### config.mk
export PLATFORM = sky130hd
export DESIGN_NAME = addr_latch_decoder
export DESIGN_NICKNAME = d
export VERILOG_FILES = /design/src/rtl/addr_dec_pkg.sv /design/src/rtl/addr_hold_reg.sv /design/src/rtl/onehot_expand.sv /design/src/rtl/line_driver.sv /design/src/rtl/addr_latch_decoder.sv
export SDC_FILE = /design/constraint.sdc
export NUM_CORES = 1
export LEC_CHECK = 0
export CAP_MARGIN = 25
export CORE_AREA = 2 2 39 41
export CTS_BUF_LIST = sky130_fd_sc_hd__clkbuf_4
export DETAILED_ROUTE_END_ITERATION = 8
export DIE_AREA = 0 0 41 43
export PLACE_DENSITY = 0.79
export SYNTH_ARGS = -nofsm -noshare
export SYNTH_HDL_FRONTEND = slang
export SYNTH_HIERARCHICAL = 1
export SYNTH_SLANG_ARGS = --single-unit
### constraint.sdc
create_clock -name clk -period 2.49 [get_ports clk]
set_clock_uncertainty 0.15 [all_clocks]
set_input_delay 0.6225 -clock clk [delete_from_list [all_inputs] [get_ports clk]]
set_output_delay 0.6225 -clock clk [all_outputs]
set_load 0.02 [all_outputs]
### src/rtl/addr_dec_pkg.sv
package addr_dec_pkg;

   // Output polarity choices
   typedef enum logic {
      POL_HIGH = 1'b0,
      POL_LOW  = 1'b1
   } polarity_e;

   localparam int MAX_SEL_W = 8;

endpackage

### src/rtl/addr_hold_reg.sv
module addr_hold_reg #(
   parameter int SEL_W = 4
) (
   input  logic             clk,
   input  logic             rst,
   input  logic             load,
   input  logic [SEL_W-1:0] d,
   output logic [SEL_W-1:0] q
);

   // Reset wins over load; the register holds when load is low
   always_ff @(posedge clk) begin
      if (rst)
         q <= '0;
      else if (load)
         q <= d;
   end

endmodule

### src/rtl/onehot_expand.sv
module onehot_expand #(
   parameter int SEL_W = 4,
   localparam int N_OUT = 2 ** SEL_W
) (
   input  logic [SEL_W-1:0] addr,
   output logic [N_OUT-1:0] hit
);

   // One comparator per output line
   for (genvar gi = 0; gi < N_OUT; gi++) begin : g_line
      assign hit[gi] = (addr == SEL_W'(gi));
   end

endmodule

### src/rtl/line_driver.sv
module line_driver
   import addr_dec_pkg::*;
#(
   parameter int        N_OUT    = 16,
   parameter polarity_e POLARITY = POL_HIGH
) (
   input  logic [N_OUT-1:0] hit,
   input  logic             inhibit,
   output logic [N_OUT-1:0] lines
);

   // The polarity is fixed at elaboration, so only one variant is built
   if (POLARITY == POL_LOW) begin : g_low
      assign lines = inhibit ? {N_OUT{1'b1}} : ~hit;
   end else begin : g_high
      assign lines = inhibit ? {N_OUT{1'b0}} : hit;
   end

endmodule

### src/rtl/addr_latch_decoder.sv
module addr_latch_decoder
   import addr_dec_pkg::*;
#(
   parameter int SEL_W      = 4,
   parameter bit ACTIVE_LOW = 1'b0,
   localparam int N_OUT = 2 ** SEL_W
) (
   input  logic             clk,
   input  logic             rst,
   input  logic [SEL_W-1:0] sel_in,
   input  logic             strobe,
   input  logic             inhibit,
   output logic [N_OUT-1:0] lines_out
);

   localparam polarity_e POL = ACTIVE_LOW ? POL_LOW : POL_HIGH;

   initial begin
      assert (SEL_W >= 1 && SEL_W <= MAX_SEL_W)
         else $error("addr_latch_decoder: SEL_W out of range");
   end

   logic [SEL_W-1:0] addr_q;
   logic [N_OUT-1:0] hit;

   addr_hold_reg #(.SEL_W(SEL_W)) u_hold (
      .clk  (clk),
      .rst  (rst),
      .load (strobe),
      .d    (sel_in),
      .q    (addr_q)
   );

   onehot_expand #(.SEL_W(SEL_W)) u_expand (
      .addr (addr_q),
      .hit  (hit)
   );

   line_driver #(.N_OUT(N_OUT), .POLARITY(POL)) u_drive (
      .hit     (hit),
      .inhibit (inhibit),
      .lines   (lines_out)
   );

endmodule

## Yosys cells after proc, flatten, opt, wreduce, memory -nomap -nowiden

Index checks and enable logic that the tools add are counted.

| storage, ports and cells | value |
|---|---|
| bits in registers | 4 |
| input bits | 8 |
| output and inout bits | 16 |
| word-level logic and storage cells | 18 |

| operators by class | value |
|---|---|
| equality and inequality tests | 15 |
| mux-type cells | 1 |
| reductions and logical operators | 1 |

Operators by type and width:

| operator | number |
|---|---|
| 4-bit equality test, second input constant | 8 |
| 4-bit by 3-bit equality test with 1-bit output, second input constant | 4 |
| 16-bit two-way mux | 1 |
| 4-bit by 2-bit equality test with 1-bit output, second input constant | 2 |
| 4-bit by 1-bit equality test with 1-bit output, second input constant | 1 |
| 4-bit logical NOT | 1 |

## Logic depth before layout (Yosys ltp)

| logic depth | value |
|---|---|
| depth in word-level cells | 2 |
| gate-level depth with buffers | 3 |
| depth with buffers taken out | 2 |

## Cells and area by module

The synthesis kept the hierarchy.

By module, submodules not included:

| module | instances | cells each | area an instance (um2) | sequential area each (um2) |
|---|---|---|---|---|
| onehot_expand | 1 | 20 | 226.5 | 0.0 |
| line_driver | 1 | 17 | 143.9 | 0.0 |
| addr_hold_reg | 1 | 13 | 140.1 | 80.1 |

## Worst setup path before layout

Ideal clock, no wire load.

| path | value |
|---|---|
| path type | reg2out |
| from | reg u_hold.q[2] |
| to | out lines_out[12] |
| arrival | 1.086 ns |
| data required time | 1.717 ns |
| setup slack | 0.632 ns |
| cell stages (with the launch flop) | 4 |
| path through | dfxtp_1 > buf_4 > and4bb_2 > nor2b_1 |

| between the ends | value |
|---|---|
| word-level cells in the longest chain between the ends | 2 |

RTL lines:

| element | line | source |
|---|---|---|
| from (decl) | addr_hold_reg.sv:8 | `output logic [SEL_W-1:0] q` |
| from (signal assigned) | addr_hold_reg.sv:14 | `q <= '0;` |
| from (signal assigned) | addr_hold_reg.sv:16 | `q <= d;` |
| 4-bit equality test | onehot_expand.sv:11 | `assign hit[gi] = (addr == SEL_W'(gi));` |
| via hit[12] | addr_latch_decoder.sv:24 | `logic [N_OUT-1:0] hit;` |
| 16-bit two-way mux | line_driver.sv:16 | `assign lines = inhibit ? {N_OUT{1'b0}} : hit;` |
| to (decl) | addr_latch_decoder.sv:13 | `output logic [N_OUT-1:0] lines_out` |

The timed path passes the listed nets, and every way through them passes these cells.

## Worst setup path in the final report

| path | value |
|---|---|
| from | reg u_hold.q[3] |
| to | out lines_out[3] |

| between the ends | value |
|---|---|
| word-level cells in the longest chain between the ends | 2 |

RTL lines:

| element | line |
|---|---|
| 4-bit by 2-bit equality test with 1-bit output | onehot_expand.sv:11 |
| via hit[3] | addr_latch_decoder.sv:24 |
| 16-bit two-way mux | line_driver.sv:16 |

The timed path passes the listed nets, and every way through them passes these cells.

==> impl_metrics.ini <==
[route]
viasPerCell = 4.92
firstDrtPassIters = 3
remaining_drc_errors = 0
vias = 438
drt_iter0_drc = 16
wl_per_cell_um = 11.8
wirelength_um = 1050
antenna_left = 0

[floorplanning]
start_util_pct = 36.9
core_um2 = 1380
die_area_um2 = 1760
die_w_um = 41
die_h_um = 43
boundaryPins = 24
rows = 14

[synth]
synth-simple-area-share_pct = 67.4
synth_cell_types = 14
ys_ff_latch = 4
yosysTopAreaCell = dfxtp_1
avgSynthCellArea_um2 = 10.2
synth_xor_area_share_pct = 0
seq_area_frac_synth_pct = 15.7
synth_area_leaders = dfxtp_1 16%, and4bb_2 15%, nor2b_2 12%
synthCells = 50
yosys_warnings = 6
synth_compound_area_share_pct = 0
syn_nets = 58
syn_area_um2 = 510
synthMuxAreaShare_pct = 7.84
synth_top_area_share_pct = 15.7
synthAdderAreaFrac_pct = 0
synth_top_family_by_area = simple AND/OR/NAND/NOR gates

[cts]
cts-buffers-inserted = 3
hold_buffers = 0
clk_pin_slew_worst_paths_ps = 40
clockBufferDepth = 2
cts_tree = yes
clock_sinks = 4
post_cts_buffers = 0
cts_max_level = 1
clock-root-buffer = clkbuf_4
clkLatencyLatePin_ps = 240

[worst_setup_path]
worst-r2r-setup-slack_ps = 1440
r2r_cells = 2
arrival_ps = 1620
cp-end-kind = output port
worst-setup-path-type = flop to output port
worstReg2RegStart = u_hold/q[3]
rr_endpoint = u_hold/q[3]
start_kind = flop
crit_required_ps = 1720
crit_fanout = 16

[power_and_ir_drop]
p_comb_share_pct = 25.0
power.internal_mw = 0.158
ir_drop_uv = 211
clkPwrFrac_pct = 36.6
power_switching_mw = 0.0633
seqPwrFrac_pct = 38.4
powerDensity_nw_per_um2 = 291
p_leak_nw = 0.334
power_mw = 0.221
netSwitchingFraction_pct = 28.7

[layout]
final_cell_mix = 7 x dlygate4sd2_1, 7 x clkdlybuf4s15_1, 7 x nor2b_2
largest_register_ffs = 4
layout.nets = 83
largest_register = u_hold/q
final_cell_count_no_fill = 89
final_area_um2 = 758
n_antenna_cell = 0
drive_gt1_share_pct = 49.3
reg_top3 = u_hold/q: 4 flops
areaGrowthSynthToFinish_pct = 48.5
utilization_pct = 54.8

[timing]
fin_setup_tns_ps = 0
report.final.slew_viol_count = 0
setup_viol = 0
worst_pin_slew_ps = 467
period_needed_ps = 2390
worst_slack_ps = 98.3
hold_ws_ps = 497
slew_headroom_pct = 68.8
hold_violations = 0
timing.final.crit_share_pct = 96.1
fmax_ghz = 0.418

[placed_design]
dpl-instance-area_um2 = 737
placed_cells = 86
hpwl_um = 712
gp_congestion = 0.658
place_ws_ps = -386
io_buffers = 23

[worst_hold_path]
min_to = u_hold/q[1]
holdPathStages = 2
worstHoldPathType = flop to flop
min_from = u_hold/q[1]

[global_route]
antenna_found_initial = 0
grt_usage_pct = 13.8
grt-ovfl-total = 0
grt_busiest_layer = met2
gr-usage-met2_pct = 19.1
grtUsageMet1_pct = 17.7
grt_start_max_net_pins = 18
grt_use_met3_pct = 4.71
grt_pass1_vias = 387
grt_first_pass_wirelength_um = 1650

[outcome]
status = complete, no violations

[flow_run]
max_cap_viol_count = 0
==> worst max-delay path: stages, from the launching register on <==
cell and delay (ps):
dfxtp_1 600, and4bb_2 290, and2b_2 180, dlygate4sd2_1 310
==> area by class of cell <==
cell class | instances | area [µm²]
Tap cell | 16 | 20.0
Multi-Input combinational cell | 40 | 384
Fill cell | 133 | 626
Clock buffer | 3 | 22.5
Timing Repair Buffer | 26 | 248
Sequential cell | 4 | 83.8
==> worst max-delay path by stage <==
| stage | from | to | slack, ps | cells after the start |
|---|---|---|---|---|
| global placement | inhibit | lines_out[12] | -340 | 4 |
| floorplan | u_hold/q[2] | lines_out[12] | 630 | 3 |
| finish | u_hold/q[3] | lines_out[3] | 100 | 3 |
| CTS | u_hold/q[1] | lines_out[2] | 50 | 3 |
| detailed placement | inhibit | lines_out[12] | -390 | 4 |
| global route | u_hold/q[3] | lines_out[8] | -20 | 3 |
==> synthesized netlist by cell type (all sizes together) <==
cell type / n
nor2b: 10
and2b: 6
and4bb: 6
buf: 5
and4b: 4
dfxtp: 4
mux2i: 4
nor2: 4
nor4b: 4
and4: 1
clkbuf: 1
nor4: 1
==> power by group through the flow <==
stage	Combinational [mW]	Clock (mW)	Sequential [mW]
after detailed placement	0.0590	0	0.0849
after global placement	0.0580	0	0.0844
final	0.0552	0.0808	0.0849
after CTS	0.0557	0.0853	0.0839
after floorplan	0.0463	0	0.0735
after global routing	0.0597	0.0888	0.0868
==> per-layer routing <==
metal | routed length (µm) | share of wire [%] | up-vias
met3 | 83 | 7.9 | 4
met5 | 0 | 0 | -
met2 | 458 | 44 | 23
met1 | 493 | 47 | 181
li1 | - | - | 230
met4 | 15 | 1.4 | 0
==> repair_timing <==
| item | CTS | global route |
|---|---|---|
| gates cloned | 0 | 0 |
| endpoints found under the setup margin | 16 | 5 |
| resized for setup | 30 | 3 |
==> cell families (layout without fill, tap and decap cells) <==
group / Yosys count / after routing
buffers and inverters: 6 / 29
multiplexers: 4 / 4
flip-flops: 4 / 4
AND/OR/NAND/NOR: 36 / 36
(Power assumes the default switching activity.)
